$ cat src/rtl/i2cm_pkg.sv
package i2cm_pkg;
  // control register bit positions
  localparam int C_START   = 0;
  localparam int C_STOPREQ = 1;
  localparam int C_EN      = 3;
  localparam int C_OVR     = 4;
  localparam int C_SDAF    = 5;
  localparam int C_SCLF    = 6;
  localparam int C_BYTE    = 7;
  // flag register bit positions
  localparam int F_ADDR    = 0;
  localparam int F_RXFULL  = 1;
  localparam int F_TXDONE  = 2;
  localparam int F_TXEMPTY = 3;
  localparam int F_STOP    = 4;
  localparam int F_LOST    = 5;
  localparam int F_NACK    = 6;
  localparam int NFLAG     = 7;

  typedef enum logic [1:0] {SEL_CTL, SEL_FLAG, SEL_ADDR, SEL_DATA} reg_sel_e;
  typedef enum logic [2:0] {E_IDLE, E_START, E_BIT, E_WAIT, E_STOP1, E_STOP2} eng_state_e;

  // write-zero-to-clear update with hardware set taking priority
  function automatic logic [NFLAG-1:0] flag_next(input logic [NFLAG-1:0] old,
                                                 input logic [NFLAG-1:0] keep,
                                                 input logic [NFLAG-1:0] set);
    return (old & keep) | set;
  endfunction
endpackage

$ cat src/rtl/i2cm_regs.sv
module i2cm_regs
  import i2cm_pkg::*;
(
  input  logic       clk,
  input  logic       rst_n,
  input  logic       wr_en,
  input  logic [1:0] sel,
  input  logic [7:0] wdata,
  output logic [7:0] rdata,
  output logic [7:0] ctl,
  output logic [7:0] frame,
  output logic [7:0] tx_byte,
  input  logic [7:0] rx_byte,
  input  logic       ev_addr,
  input  logic       ev_tx,
  input  logic       ev_rx,
  input  logic       ev_nack,
  input  logic       ev_lost,
  input  logic       ev_stop,
  input  logic       eng_idle,
  input  logic       eng_wait,
  output logic       start_go,
  output logic       byte_go
);
  reg_sel_e          s;
  logic [NFLAG-1:0]  flags;
  logic [NFLAG-1:0]  set_vec;
  logic              wr_ctl, wr_flag;

  assign s       = reg_sel_e'(sel);
  assign wr_ctl  = wr_en && (s == SEL_CTL);
  assign wr_flag = wr_en && (s == SEL_FLAG);

  always_comb begin
    set_vec            = '0;
    set_vec[F_ADDR]    = ev_addr;
    set_vec[F_RXFULL]  = ev_rx;
    set_vec[F_TXDONE]  = ev_tx;
    set_vec[F_TXEMPTY] = ev_tx | (ev_addr & ~frame[0]);
    set_vec[F_STOP]    = ev_stop;
    set_vec[F_LOST]    = ev_lost;
    set_vec[F_NACK]    = ev_nack;
  end

  // pacing flag cleared while the engine waits releases the next byte
  assign byte_go = wr_flag && eng_wait && ctl[C_EN] && ctl[C_BYTE] &&
                   (frame[0] ? !wdata[F_RXFULL] : !wdata[F_TXEMPTY]);

  always_ff @(posedge clk) begin
    if (!rst_n) begin
      ctl      <= '0;
      frame    <= '0;
      tx_byte  <= '0;
      flags    <= '0;
      start_go <= 1'b0;
    end else begin
      start_go <= wr_ctl && wdata[C_BYTE] && wdata[C_EN] && wdata[C_START] && eng_idle;
      if (wr_ctl) ctl <= wdata;
      if (wr_en && s == SEL_ADDR) frame <= wdata;
      if (wr_en && s == SEL_DATA) tx_byte <= wdata;
      flags <= flag_next(flags, wr_flag ? wdata[NFLAG-1:0] : '1, set_vec);
    end
  end

  always_comb begin
    unique case (s)
      SEL_CTL:  rdata = ctl;
      SEL_FLAG: rdata = {1'b0, flags};
      SEL_ADDR: rdata = frame;
      default:  rdata = rx_byte;
    endcase
  end

  // no flag may appear unless it was kept or set by an event
  a_r3_w0c_keep: assert property (@(posedge clk) disable iff (!rst_n)
    wr_flag |=> ((flags & ~($past(flags & wdata[NFLAG-1:0]) | $past(set_vec))) == '0));
endmodule

$ cat src/rtl/i2cm_engine.sv
module i2cm_engine
  import i2cm_pkg::*;
#(
  parameter int START_SETUP = 17
) (
  input  logic       clk,
  input  logic       rst_n,
  input  logic       tick,
  input  logic       enable,
  input  logic       start_go,
  input  logic       byte_go,
  input  logic       dir_rd,
  input  logic       stop_req,
  input  logic [7:0] frame,
  input  logic [7:0] tx_byte,
  input  logic       sda_in,
  output logic       is_idle,
  output logic       is_wait,
  output logic       ev_addr,
  output logic       ev_tx,
  output logic       ev_rx,
  output logic       ev_nack,
  output logic       ev_lost,
  output logic       ev_stop,
  output logic [7:0] rx_byte,
  output logic       scl_low,
  output logic       sda_low
);
  localparam int CW = $clog2(START_SETUP + 1);

  eng_state_e      st;
  logic            hi, rxm, addr_ph, last_rx;
  logic [3:0]      bitn;
  logic [7:0]      sh;
  logic [CW-1:0]   cnt;
  logic            sample, ack_slot, lose;

  assign ack_slot = (bitn == 4'd8);
  assign sample   = enable && (st == E_BIT) && hi && tick;
  assign lose     = sample && !ack_slot && !rxm && sh[7] && !sda_in;

  assign ev_addr = sample && ack_slot && !rxm && addr_ph;
  assign ev_tx   = sample && ack_slot && !rxm && !addr_ph;
  assign ev_nack = sample && ack_slot && !rxm && sda_in;
  assign ev_rx   = sample && ack_slot && rxm;
  assign ev_lost = lose;
  assign ev_stop = enable && (st == E_STOP2) && tick;
  assign is_idle = (st == E_IDLE);
  assign is_wait = (st == E_WAIT);

  assign scl_low = ((st == E_BIT) && !hi) || (st == E_WAIT) || (st == E_STOP1);

  always_comb begin
    unique case (st)
      E_START, E_STOP1, E_STOP2: sda_low = 1'b1;
      E_BIT:   sda_low = ack_slot ? (rxm && !last_rx) : (!rxm && !sh[7]);
      default: sda_low = 1'b0;
    endcase
  end

  always_ff @(posedge clk) begin
    if (!rst_n) begin
      st <= E_IDLE; hi <= 1'b0; rxm <= 1'b0; addr_ph <= 1'b0; last_rx <= 1'b0;
      bitn <= '0; sh <= '0; cnt <= '0; rx_byte <= '0;
    end else if (!enable) begin
      st <= E_IDLE;
      hi <= 1'b0;
    end else begin
      unique case (st)
        E_IDLE: if (start_go) begin
          st  <= E_START;
          cnt <= '0;
        end
        E_START: if (cnt == CW'(START_SETUP - 1)) begin
          st <= E_BIT; hi <= 1'b0; bitn <= '0; sh <= frame;
          rxm <= 1'b0; addr_ph <= 1'b1; last_rx <= 1'b0;
        end else cnt <= cnt + 1'b1;
        E_BIT: if (tick) begin
          if (!hi) hi <= 1'b1;
          else begin
            hi <= 1'b0;
            if (lose) st <= E_IDLE;
            else if (ack_slot) begin
              st <= (rxm && last_rx) ? E_STOP1 : E_WAIT;
              if (rxm) rx_byte <= sh;
            end else begin
              sh   <= {sh[6:0], sda_in};
              bitn <= bitn + 4'd1;
            end
          end
        end
        E_WAIT: if (byte_go) begin
          st <= E_BIT; hi <= 1'b0; bitn <= '0; rxm <= dir_rd;
          sh <= dir_rd ? 8'h00 : tx_byte; addr_ph <= 1'b0; last_rx <= stop_req;
        end else if (stop_req && !dir_rd) st <= E_STOP1;
        E_STOP1: if (tick) st <= E_STOP2;
        E_STOP2: if (tick) st <= E_IDLE;
        default: st <= E_IDLE;
      endcase
    end
  end

  a_r1_idle_released: assert property (@(posedge clk) disable iff (!rst_n)
    is_idle |-> (!scl_low && !sda_low));
  a_r2_sda_steady_high: assert property (@(posedge clk) disable iff (!rst_n)
    ((st == E_BIT) && hi && $past(st == E_BIT && hi)) |-> $stable(sda_low));
  a_r10_lost_to_idle: assert property (@(posedge clk) disable iff (!rst_n)
    ev_lost |=> is_idle);
  a_r11_abort_idle: assert property (@(posedge clk) disable iff (!rst_n)
    !enable |=> (is_idle && !scl_low && !sda_low));
  a_r8_stop_after_last: assert property (@(posedge clk) disable iff (!rst_n)
    (ev_rx && last_rx) |=> (st == E_STOP1));
  a_r5_single_event: assert property (@(posedge clk) disable iff (!rst_n)
    $onehot0({ev_addr, ev_tx, ev_rx, ev_lost, ev_stop}));
endmodule

$ cat src/rtl/i2c_byte_master.sv
module i2c_byte_master
  import i2cm_pkg::*;
#(
  parameter int START_SETUP = 17
) (
  input  logic       clk,
  input  logic       rst_n,
  input  logic       scl_tick,
  input  logic       reg_wr,
  input  logic [1:0] reg_sel,
  input  logic [7:0] reg_wdata,
  output logic [7:0] reg_rdata,
  input  logic       sda_in,
  output logic       scl_pull,
  output logic       sda_pull
);
  logic [7:0] ctl, frame, tx_byte, rx_byte;
  logic ev_addr, ev_tx, ev_rx, ev_nack, ev_lost, ev_stop;
  logic eng_idle, eng_wait, start_go, byte_go, eng_scl_low, eng_sda_low;

  i2cm_regs u_regs (
    .clk(clk), .rst_n(rst_n), .wr_en(reg_wr), .sel(reg_sel), .wdata(reg_wdata),
    .rdata(reg_rdata), .ctl(ctl), .frame(frame), .tx_byte(tx_byte), .rx_byte(rx_byte),
    .ev_addr(ev_addr), .ev_tx(ev_tx), .ev_rx(ev_rx), .ev_nack(ev_nack),
    .ev_lost(ev_lost), .ev_stop(ev_stop), .eng_idle(eng_idle), .eng_wait(eng_wait),
    .start_go(start_go), .byte_go(byte_go)
  );

  i2cm_engine #(.START_SETUP(START_SETUP)) u_eng (
    .clk(clk), .rst_n(rst_n), .tick(scl_tick), .enable(ctl[C_EN]),
    .start_go(start_go), .byte_go(byte_go), .dir_rd(frame[0]), .stop_req(ctl[C_STOPREQ]),
    .frame(frame), .tx_byte(tx_byte), .sda_in(sda_in), .is_idle(eng_idle), .is_wait(eng_wait),
    .ev_addr(ev_addr), .ev_tx(ev_tx), .ev_rx(ev_rx), .ev_nack(ev_nack), .ev_lost(ev_lost),
    .ev_stop(ev_stop), .rx_byte(rx_byte), .scl_low(eng_scl_low), .sda_low(eng_sda_low)
  );

  // pin override takes the lines away from the engine
  assign scl_pull = ctl[C_OVR] ? !ctl[C_SCLF] : eng_scl_low;
  assign sda_pull = ctl[C_OVR] ? !ctl[C_SDAF] : eng_sda_low;

  a_r12_override_pins: assert property (@(posedge clk) disable iff (!rst_n)
    ctl[C_OVR] |-> (scl_pull == !ctl[C_SCLF] && sda_pull == !ctl[C_SDAF]));
endmodule

$ cat config.mk
export PLATFORM = sky130hd
export DESIGN_NAME = i2c_byte_master
export DESIGN_NICKNAME = d
export VERILOG_FILES = /design/src/rtl/i2cm_pkg.sv /design/src/rtl/i2cm_regs.sv /design/src/rtl/i2cm_engine.sv /design/src/rtl/i2c_byte_master.sv
export SDC_FILE = /design/constraint.sdc
export NUM_CORES = 1
export LEC_CHECK = 0
export BUFFER_PORTS_ARGS = -buffer_cell sky130_fd_sc_hd__buf_2
export CORE_ASPECT_RATIO = 0.6
export CORE_MARGIN = 3
export CORE_UTILIZATION = 41
export CTS_BUF_LIST = sky130_fd_sc_hd__clkbuf_4 sky130_fd_sc_hd__clkbuf_8
export CTS_CLUSTER_SIZE = 28
export DETAILED_ROUTE_END_ITERATION = 6
export MAX_ROUTING_LAYER = met4
export PLACE_DENSITY = 0.63
export SYNTH_ARGS = -nofsm -noshare
export SYNTH_HDL_FRONTEND = slang
export SYNTH_SLANG_ARGS = --single-unit
$ cat constraint.sdc
create_clock -name clk -period 3.5 [get_ports clk]
set_input_delay 1.05 -clock clk [delete_from_list [all_inputs] [get_ports clk]]
set_output_delay 1.05 -clock clk [all_outputs]
set_load 0.005 [all_outputs]
==> impl_results.md, run 1 <==
- Cells after Synth: roughly 380
- Synth Area in XOR/XNOR: 1.07%
- Worst-margin pin slew: about 680 ps
- Hold Buf Count CTS: 0
- Top cells by area, synth: dfxtp_1 39%, mux2i_1 7.3%, nand2_1 6.2%, nor2_1 5.5%, a21oi_1 4.4%
- Critical path arrival: 2110 ps
- CTS tree: built
- Fmax: 316 MHz
- Pint: approximately 1.1 mW
- Global-route wire length before repair: 13.5 mm
- Ys Warns: 0
- Remaining Overflow, GRT: 0
- Vias/cell: around 5.6
- Cell with the most instances after synthesis: dfxtp_1
- Sequence of cells on the critical path: inv_1 > ha_1 > and3b_1 > or3_1 > o21ai_0 > a211oi_1 > a21oi_1 > buf_2
- Final min period: around 3200 ps
- Root buffer cell: clkbuf_8
- CTS buffer count: 9
- H-tree levels: 3
- Psw: ~0.36 mW
- DR vias: 2868
- Post-CTS setup buffers: 0
- Dominant synthesized flop cell: dfxtp_1
- Share of layout cells above drive strength 1: between 10% and 20%
- Most instantiated cells after synthesis: 64 x dfxtp_1, 54 x nand2_1, 48 x nor2_1
- Clock network power share: roughly 44%
- Yosys reg bits: 64
- Synth Area in Simple Gates: roughly 24%
- DRC Markers: 0
- Max FO, Critical Path: 5
- Power Density: roughly 410 mW/mm²
- Max Cap Violations: 0
- DR pass1 iterations: 5
- Die Area: ~0.0091 mm²
- Die Span Y: around 75 µm
- Cell Area, Synth: around 0.0033 mm²
- Routed Wire Length: slightly below 9 mm
- Sw frac: 24.0%
- Total Power: approximately 1.5 mW
- Comb power frac: 5.9%
- Final GP Congestion: 0.840
- Nets: around 420
- IO Pins: 25
- Detailed Route Iter0 Violations: about 230
- Mean Syn Cell Area: roughly 8.6 µm²
- Synth area leader: dfxtp_1
- Proportion of synthesized area in mux cells: a little over an eighth
- Detailed Place HPWL: 6.33 mm
- Syn nets: 400
- Seq pwr share: 50.0%
- Pre-CTS setup slack: ~350 ps
- Fin. max-slew vios: 0
- Post-synth ARST share: 0%
- Cell variety after synth: 60
- Status: complete, no violations
- Synth top area share: about 39%
- Synth-to-layout area growth: 11.7%
- EDFF count, synth: 0
- Port bufs: 24
- DR WL/cell: around 17 µm
- Clk sink count: between 60 and 70
- CP startpoint kind: register
- Largest net degree at the start of global routing: 40
- Crit-path slowest cell: dfxtp_1
- Sequential area share after synthesis: about 39%
- Fin. Hold Viols: 0
- Clock latency on the worst-skew pair: ~340 ps
- CTS clk-pin slew, worst paths: 70 ps
- Worst Path Required: approximately 2500 ps
- ANT cells: 0
- # rows: 24
- Final core utilization: about half
- Max_slew headroom: 54.7%
- Final Skew: roughly 6.8 ps
- Critical Path Sink Type: output port
- Largest family of logic cells by synthesized area: simple AND/OR/NAND/NOR gates
- Core Region: roughly 0.0075 mm²
- CTS resizes: 0
- Initial Utilization: between 40% and 50%
- Final cycle utilization of the critical path: 90.3%
- Critical path class: register to output port
- LEAKAGE: around 1.4 nW
- Max VDD drop: between 0.2 and 0.3 mV
- Compound-Gate Fraction of Synth Area: approximately 16%
- Slowest cell delay on critical path: ~370 ps
- RSZ-0062 raised after global routing: no
- Die span in x: around 120 µm
- Setup TNS: 0 ps
- Max clock buf depth: 2
- Total Routing Usage GR: just over 20%
- Worst hold slack: 469 ps
- Adder-cell area share of the yosys netlist: between 1.5 and 2%
- Post-route ant nets: 0
- Final worst slack: about 340 ps
- Vias in the first global route: 2426
- Initial antenna violation count: 0
- HP Class: register to register
- Final setup vio count: 0
[layer usage]
| metal | wire length, µm | vias up | GRT usage [%] |
|---|---|---|---|
| li1 | - | 1388 | - |
| met1 | 4650 | 1354 | 31.8 |
| met2 | 3230 | 119 | 24.5 |
| met3 | 798 | 7 | 6.82 |
| met4 | 56 | 0 | 3.73 |
| met5 | 0 | - | - |
[worst max-delay path, delay by kind of cell (launching register included)]
kind | cells | cell delay, ps
AO/OA/AOI/OAI | 3 | 420
adder cells (fa/ha/maj) | 1 | 210
buffers and inverters | 2 | 190
flip-flops | 1 | 370
AND/OR/NAND/NOR | 2 | 570
[worst paths after layout]
| path | from | cells after the start | endpoint | slack (ps) |
|---|---|---|---|---|
| worst max-delay path | u_eng.bitn[0]$_SDFFE_PN0P_ | 8 | sda_pull | 340 |
| worst min-delay path | u_eng.rx_byte[7]$_SDFFE_PN0P_ | 2 | u_eng.rx_byte[7]$_SDFFE_PN0P_ | 470 |
| worst max register to register | u_eng.st[1]$_SDFFE_PN0P_ | 6 | u_eng.rx_byte[0]$_SDFFE_PN0P_ | 1240 |
| worst min register to register | u_eng.rx_byte[7]$_SDFFE_PN0P_ | 2 | u_eng.rx_byte[7]$_SDFFE_PN0P_ | 470 |
[flip-flops by register name, indices dropped and copies added (netlist names)]
register / flops
u_regs.start_go: 1
u_regs.flags: 7
u_regs.ctl: 8
u_eng.cnt: 5
u_eng.hi: 1
u_regs.tx_byte: 8
u_eng.rxm: 1
u_eng.last_rx: 1
u_eng.addr_ph: 1
u_eng.bitn: 4
u_eng.st: 3
u_eng.sh: 8
u_regs.frame: 8
u_eng.rx_byte: 8
[kinds of logic after synthesis]
family	count (synthesis)
buffers and inverters	31
and+or+nand+nor	162
muxes	33
xor gates and xnor gates	4
AOI/OAI and AO/OA	83
DFF	64
adders and majority gates	4
[cell usage in the layout, fill, tap and decap left out, types with 3 or more instances in the layout]
cell	n
dfxtp_1	64
nand3_1	10
ha_1	4
buf_4	7
o22ai_1	6
o21ai_0	27
a21oi_1	29
nor3_1	4
inv_1	6
nand2b_1	7
mux4_2	6
nor2b_1	8
nand2_1	54
clkbuf_8	11
mux2i_1	24
xor2_1	3
a211oi_1	3
nor2_1	48
nand4_1	11
buf_2	24
[through the flow]
stage,instance area (µm²),instances
5_1_grt,3670,508
4_1_cts,3670,508
3_5_place_dp,3460,492
2_1_floorplan,3280,381
6_report,3670,508
3_3_place_gp,3460,492
[cell type report]
type,count,area (µm²)
sequential,64,1280
fill,720,3840
timing repair buffer,31,173
clock buffer,11,151
inverter,7,26.3
tap,104,130
multi-input combinational,286,1850
clock inverter,5,55.1
[power groups by stage]
stage | logic [mW] | clock network (mW) | registers, mW
global route | 0.0955 | 0.701 | 0.749
CTS | 0.0876 | 0.668 | 0.747
detailed placement | 0.0867 | 0 | 0.764
global placement | 0.0859 | 0 | 0.764
floorplan | 0.0560 | 0 | 0.759
finish | 0.0881 | 0.659 | 0.748
(Power assumes the default switching activity.)
==> inputs of run 2 (changes only) <==
GPL_TIMING_DRIVEN = 0   (was unset)
SYNTH_HIERARCHICAL = 1   (was unset)
==> run 2 against run 1 <==
Clock power is 13% higher. Sequential cell count is the same. First-iteration DRC count rose by 30%. Synthesized area fell by 2.2%. Final cell count fell by 1.4%. Non-clock buffer count is 14 higher. Critical path type is now input port to register. Critical endpoint is now u_eng/bitn[3]$_SDFFE_PN0P_.
==> impl_results.md, run 2 <==
- Power Density: 425 mW/mm² (+4.2%)
- Cells after Synth: 357 (-6.3%)
- Detailed Place HPWL: 7.02 mm (+11%)
- Most instantiated cells after synthesis: 64 x dfxtp_1, 46 x nand3_1, 41 x o21ai_0
- Core Region: 0.00742 mm² (-1.2%)
- Met2 Use GR: 28.3% (+3.8 points)
- Die Span Y: 74.5 µm (-1.0%)
- Final cycle utilization of the critical path: 96.5% (+6.2 points)
- Sequential area share after synthesis: 39.9% (+0.90 points)
- Mean Syn Cell Area: 8.99 µm² (+4.3%)
- Placed Area: 0.00346 mm² (about the same)
- Worst Path Required: 3780 ps (+1330 ps)
- CTS clk-pin slew, worst paths: 70 ps (about the same)
- CTS tree: built
- Dominant synthesized flop cell: dfxtp_1
- Yosys reg bits: 64 (unchanged)
- Status: complete, no violations
- Largest family of logic cells by synthesized area: simple AND/OR/NAND/NOR gates
- Fin. Hold Viols: 0 (unchanged)
- Routed Wire Length: 9.28 mm (+6.2%)
- Share of layout cells above drive strength 1: 17.1% (-0.20 points)
- Final worst slack: 123 ps (-216 ps)
- EDFF count, synth: 0 (unchanged)
- Port bufs: 24 (unchanged)
- Met1 usage: 35.6% (+3.8 points)
- Vias/cell: 5.77 (+2.2%)
- Cell Area, Synth: 0.00321 mm² (-2.2%)
- H-tree levels: 3 (unchanged)
- Fin. max-slew vios: 0 (unchanged)
- Max Cap Violations: 0 (unchanged)
- DR WL/cell: 18.5 µm (+7.7%)
- Initial antenna violation count: 0 (unchanged)
- Largest net degree at the start of global routing: 12 (-70%)
- Global-route wire length before repair: 14.8 mm (+9.5%)
- Final setup vio count: 0 (unchanged)
- Max FO, Critical Path: 10 (+5)
- Post-CTS setup buffers: 0 (unchanged)
- CP startpoint kind: input port
- Grt peak-use layer: met1
- IO Pins: 25 (unchanged)
- Total Power: 1.58 mW (+5.6%)
- Die Area: 0.00896 mm² (-2.1%)
- Nets: 411 (-1.7%)
- LEAKAGE: 1.29 nW (-9.4%)
- Syn nets: 376 (-6.0%)
- Synth area leader: dfxtp_1
- Fmax: 296 MHz (-6.4%)
- Reg-to-reg slack, setup: 360 ps (-880 ps)
- Critical path arrival: 3650 ps (+1540 ps)
- DR vias: 2890 (+0.77%)
- DRC Markers: 0 (unchanged)
- Critical Path Sink Type: register
- Critical Path Source: reg_sel[1]
- ANT cells: 0 (unchanged)
- Clk sink count: 64 (unchanged)
- # rows: 24 (unchanged)
- RSZ-0062 raised after global routing: no
- Compound-Gate Fraction of Synth Area: 19.3% (+3.2 points)
- Worst-margin pin slew: 917 ps (+240 ps)
- Critical path class: input port to register
- Top cells by area, synth: dfxtp_1 40%, nand3_1 7.2%, o21ai_0 6.4%, mux4_2 4.9%, mux2i_1 3.4%
- HP Class: register to register
- Worst r2r src: u_eng/st[2]$_SDFFE_PN0P_
- Final Skew: 8.73 ps (+1.93 ps)
- Proportion of synthesized area in mux cells: 8.70% (-4.3 points)
- Cell with the most instances after synthesis: dfxtp_1
- Synth top area share: 39.9% (+0.90 points)
- Ys Warns: 6 (+6)
- Root buffer cell: clkbuf_8
- Final core utilization: 50.1% (+1.3 points)
- CTS buffer count: 9 (unchanged)
- Clock latency on the worst-skew pair: 350 ps (about the same)
- Max VDD drop: 0.210 mV (-22%)
- Synth Area in XOR/XNOR: 1.37% (+0.30 points)
- Die span in x: 120 µm (-1.1%)
- Synth-to-layout area growth: 15.9%
- Detailed Route Iter0 Violations: 292 (+30%)
- Adder-cell area share of the yosys netlist: 1.56% (+0.035 points)
- Final min period: 3380 ps (+216 ps)
- Most common cell after layout, fill and taps aside: dfxtp_1
- Max clock buf depth: 2 (unchanged)
- Total Routing Usage GR: 22.8% (+2.4 points)
- Final GP Congestion: 0.939 (+12%)
- Post-synth ARST share: 0% (unchanged)
- DR pass1 iterations: 5 (unchanged)
- Hold Crit Start: u_regs/ctl[0]$_SDFFE_PN0P_
- Post-route ant nets: 0 (unchanged)
- Commonest non-fill, non-tap cells in the layout: 64 x dfxtp_1, 46 x nand3_1, 41 x o21ai_0, 29 x buf_2, 24 x nor2_1
- Cell variety after synth: 53 (-12%)
- Max_slew headroom: 38.3% (-16 points)
- Vias in the first global route: 2627 (+8.3%)
- Post-route cell area: 0.00372 mm² (+1.4%)
- Met3 Use GR: 6.16% (-0.67 points)
- Initial Utilization: 43.3% (-0.46 points)
- Synth Area in Simple Gates: 24.3% (-0.22 points)
- Remaining Overflow, GRT: 0 (unchanged)
- Pre-CTS setup slack: -701 ps (-1060 ps)
==> run 2: changes by cell type after synthesis, sizes merged, moves of 8 or more <==
cell	previous run	this run
nand3	11	46
nand4	11	2
nand2	54	20
a221o	0	8
mux2i	24	11
o211ai	1	9
o21ai	27	50
a21oi	30	11
nor2	48	25
==> run 2: cell type report <==
cell class,count,area (µm²)
Clock inverter,4,75.1
Timing Repair Buffer,24,120
Sequential cell,64,1280
Clock buffer,12,165
Inverter,10,37.5
Multi-Input combinational cell,262,1790
Tap cell,104,130
Fill cell,728,3700
Buffer,21,119
==> run 2: repair_timing <==
action                     CTS  global route
setup endpoints to repair   12             0
gates resized for setup      2             0
hold buffers                 0             0
==> run 2: cells by family (layout without fill, tap and decap cells) <==
group | count (synthesis) | in the layout
DFF | 64 | 64
and+or+nand+nor | 139 | 139
adders and majority gates | 4 | 4
buffers and inverters | 31 | 71
xor gates and xnor gates | 5 | 5
muxes | 19 | 19
AOI/OAI and AO/OA | 95 | 95
==> run 2: path summary, 6_finish.rpt <==
kind	endpoint	depth (start not counted)
setup / recovery	u_eng/bitn[3]$_SDFFE_PN0P_	10
hold / removal	u_regs/ctl[0]$_SDFFE_PN0P_	2
setup reg to reg	u_eng/bitn[3]$_SDFFE_PN0P_	11
hold reg to reg	u_regs/ctl[0]$_SDFFE_PN0P_	2
==> run 2: worst max-delay path: stages <==
cell	delay [ps]
buf_2	110
buf_2	210
nand3b_4	280
a2111oi_4	500
and3b_1	260
a2111oi_4	460
o21ai_2	130
buf_6	170
or3_1	340
a21oi_1	130
==> run 2: power by group <==
| part | internal (mW) | total, mW | switching, mW |
|---|---|---|---|
| combinational | 0.0307 | 0.0829 | 0.0522 |
| clock | 0.459 | 0.747 | 0.288 |
| sequential | 0.738 | 0.748 | 0.0109 |
| total | 1.23 | 1.58 | 0.351 |
==> run 2: per-layer routing <==
layer	routed length [µm]	up-vias	part of all wire, %
li1	-	1382	-
met1	5020	1378	54
met2	3400	123	37
met3	772	7	8.3
met4	87	0	0.94
met5	0	-	0
==> run 2: metrics by stage <==
stage | hold WS [ps] | cells | setup TNS [ps]
after global placement | 450 | 485 | -5660
after floorplan | 435 | 357 | 0
after detailed placement | 459 | 485 | -5870
final | 479 | 501 | 0
after global routing | 503 | 501 | 0
after CTS | 475 | 501 | 0
==> inputs of run 3 (changes only) <==
CORE_ASPECT_RATIO = unset   (was 0.6)
CTS_BUF_LIST = sky130_fd_sc_hd__clkbuf_16   (was sky130_fd_sc_hd__clkbuf_4 sky130_fd_sc_hd__clkbuf_8)
==> run 3 against run 2 <==
Clock-buffer cell count fell by 3. Critical path depth did not move. Largest power group is now the clock network. Largest cell class unchanged. Sequential share of layout area fell by 0.74 points. Hold slack got worse by 20 ps. Die area fell by 0.39%. First-iteration DRC count rose by 11%. Via count rose by 0.69%. Global-route usage fell by 1.4 points. Clock power rose by 31%. Wire length fell by 7.5%. Power rose by 15%.
==> impl_results.md, run 3 (same netlist as run 2, synthesis figures left out) <==
- Reg-to-reg slack, setup: 460 ps (+100 ps)
- Final Skew: 5.02 ps (-3.71 ps)
- Reg2Reg Depth: 11 (unchanged)
- Detailed Place HPWL: 6.32 mm (-10%)
- Final worst slack: 264 ps (+141 ps)
- Inst Count DP: 480 (-1.0%)
- Final min period: 3240 ps (-141 ps)
- Total Routing Usage GR: 21.4% (-1.4 points)
- Commonest non-fill, non-tap cells in the layout: 64 x dfxtp_1, 46 x nand3_1, 41 x o21ai_0, 29 x buf_2, 24 x nor2_1
- Final setup vio count: 0 (unchanged)
- Worst-margin pin slew: 888 ps (-28.5 ps)
- LEAKAGE: 1.33 nW (+3.2%)
- DR pass1 iterations: 6 (+1)
- FF-to-FF End: u_eng/bitn[3]$_SDFFE_PN0P_
- Worst Path Required: 2450 ps (-1330 ps)
- Final cycle utilization of the critical path: 92.5% (-4.0 points)
- Post-CTS setup buffers: 0 (unchanged)
- Detailed Route Iter0 Violations: 324 (+11%)
- CTS tree: built
- Die Span Y: 94.5 µm (+27%)
- Largest net degree at the start of global routing: 14 (+2)
- Hold Crit Depth: 2 (unchanged)
- HP Class: register to register
- Core Region: 0.00741 mm² (-0.12%)
- Final GP Congestion: 0.960 (+2.3%)
- Critical path arrival: 2190 ps (-1460 ps)
- Most common cell after layout, fill and taps aside: dfxtp_1
- Worst hold path endpoint: u_regs/ctl[0]$_SDFFE_PN0P_
- Max_slew headroom: 40.2% (+1.9 points)
- Pint: 1.40 mW (+14%)
- Root buffer cell: clkbuf_16
- Fmax: 309 MHz (+4.4%)
- Vias/cell: 5.87 (+1.7%)
- Critical Path Sink Type: output port
- CTS clk-pin slew, worst paths: 60 ps (about the same)
- Power Density: 476 mW/mm² (+12%)
- H-tree levels: 3 (unchanged)
- Max VDD drop: 0.246 mV (+17%)
- Finished Layout Cells: 496 (-1.0%)
- IO Pins: 25 (unchanged)
- Comb power frac: 4.5% (-0.8 points)
- Nets: 411 (unchanged)
- Port bufs: 24 (unchanged)
- Setup TNS: 0 ps (unchanged)
- Clock latency on the worst-skew pair: 330 ps (-20 ps)
- Synth-to-layout area growth: 18.4%
- Fill cell count: 696 (-4.4%)
- Max Cap Violations: 0 (unchanged)
- # rows: 31 (+29%)
- Die span in x: 94.5 µm (-21%)
- CP startpoint kind: register
- Initial antenna violation count: 0 (unchanged)
- ANT cells: 0 (unchanged)
- Fin. max-slew vios: 0 (unchanged)
- Vias in the first global route: 2640 (+0.49%)
- Global-route wire length before repair: 14.0 mm (-5.3%)
- Clk sink count: 64 (unchanged)
- Max clock buf depth: 2 (unchanged)
- Routed Wire Length: 8.58 mm (-7.5%)
- Psw: 0.409 mW (+17%)
- Worst r2r src: u_eng/st[2]$_SDFFE_PN0P_
- DR vias: 2910 (+0.69%)
- Seq pwr share: 41.4% (-6.0 points)
- DR WL/cell: 17.3 µm (-6.5%)
- Share of layout cells above drive strength 1: 17.1% (unchanged)
- Clock network power share: 54.1% (+6.8 points)
- Total Power: 1.81 mW (+15%)
- Post-route ant nets: 0 (unchanged)
- Fin. Hold Viols: 0 (unchanged)
- RSZ-0062 raised after global routing: no
- Sw frac: 22.6% (+0.40 points)
- CTS buffer count: 9 (unchanged)
- Critical path class: register to output port
- Initial Utilization: 43.3% (+0.051 points)
- Remaining Overflow, GRT: 0 (unchanged)
- Max FO, Critical Path: 4 (-6)
- Die Area: 0.00892 mm² (-0.39%)
- Pre-CTS setup slack: -644 ps (+57.5 ps)
- Hold Crit Start: u_regs/ctl[0]$_SDFFE_PN0P_
- Status: complete, no violations
- DRC Markers: 0 (unchanged)
run 3: cell count changes in the layout (fill, tap and decap cells not counted), sizes merged:
cell | before | now
clkbuf | 22 | 19
clkinv | 0 | 2
inv | 10 | 12
clkinvlp | 2 | 1
run 3: critical path, stage by stage, from the launching register on:
cell     delay, ps
dfxtp_1        380
inv_1           80
ha_1           210
and3b_1        210
or3_1          310
o21ai_0        110
nand3_1        100
o21ai_0        150
inv_1           70
mux2i_1        120
buf_2          130
run 3: how the worst max path moves through the flow:
stage                                    start                    endpoint  slack, ps  cells past startpoint
finish              u_eng/bitn[0]$_SDFFE_PN0P_                    sda_pull        260                     10
global route                        reg_sel[1]  u_eng/bitn[3]$_SDFFE_PN0P_        120                     10
CTS                                 reg_sel[1]  u_eng/bitn[3]$_SDFFE_PN0P_        160                     10
detailed placement                  reg_sel[1]  u_eng/bitn[3]$_SDFFE_PN0P_       -640                     10
global placement                    reg_sel[1]  u_eng/bitn[3]$_SDFFE_PN0P_       -610                     10
floorplan                           reg_sel[1]  u_eng/bitn[3]$_SDFFE_PN0P_         30                      9
run 3: repair_timing:
| item | CTS | global route |
|---|---|---|
| endpoints found under the setup margin | 11 | 1 |
| hold buffers | 0 | 0 |
| gates cloned | 0 | 0 |
| pin swaps | 0 | 1 |
| gates resized for setup | 2 | 0 |
run 3: through the flow:
step                      hold slack, ps  area [µm²]  util [%]
after floorplan                      435        3210         -
after global placement               447        3450      46.6
after detailed placement             457        3450      46.6
after CTS                            462        3800      51.3
after global routing                 493        3800      51.3
final                                458        3800      51.3
run 3: cell type report:
cell class	count	area (µm²)	share of cell area [%]
timing repair buffer	24	120	3.16
sequential	64	1280	33.7
multi-input combinational	262	1790	47.1
clock buffer	9	225	5.93
clock inverter	7	103	2.70
inverter	10	37.5	0.988
tap	99	124	3.26
buffer	21	119	3.13
run 3: power groups by stage:
stage / Clock, mW / Sequential, mW / Combinational, mW
after global routing: 1.03 / 0.749 / 0.0896
after CTS: 0.992 / 0.748 / 0.0814
after detailed placement: 0 / 0.764 / 0.0800
after global placement: 0 / 0.764 / 0.0793
after floorplan: 0 / 0.759 / 0.0485
final: 0.979 / 0.748 / 0.0812
run 3: metal layers:
metal | vias to the layer above | part of all wire (%) | track usage (%)
met3 | 11 | 7.6 | 5.42
li1 | 1391 | - | -
met4 | 0 | 1.2 | 5.41
met5 | - | 0 | -
met2 | 117 | 45 | 31.7
met1 | 1391 | 46 | 29.2
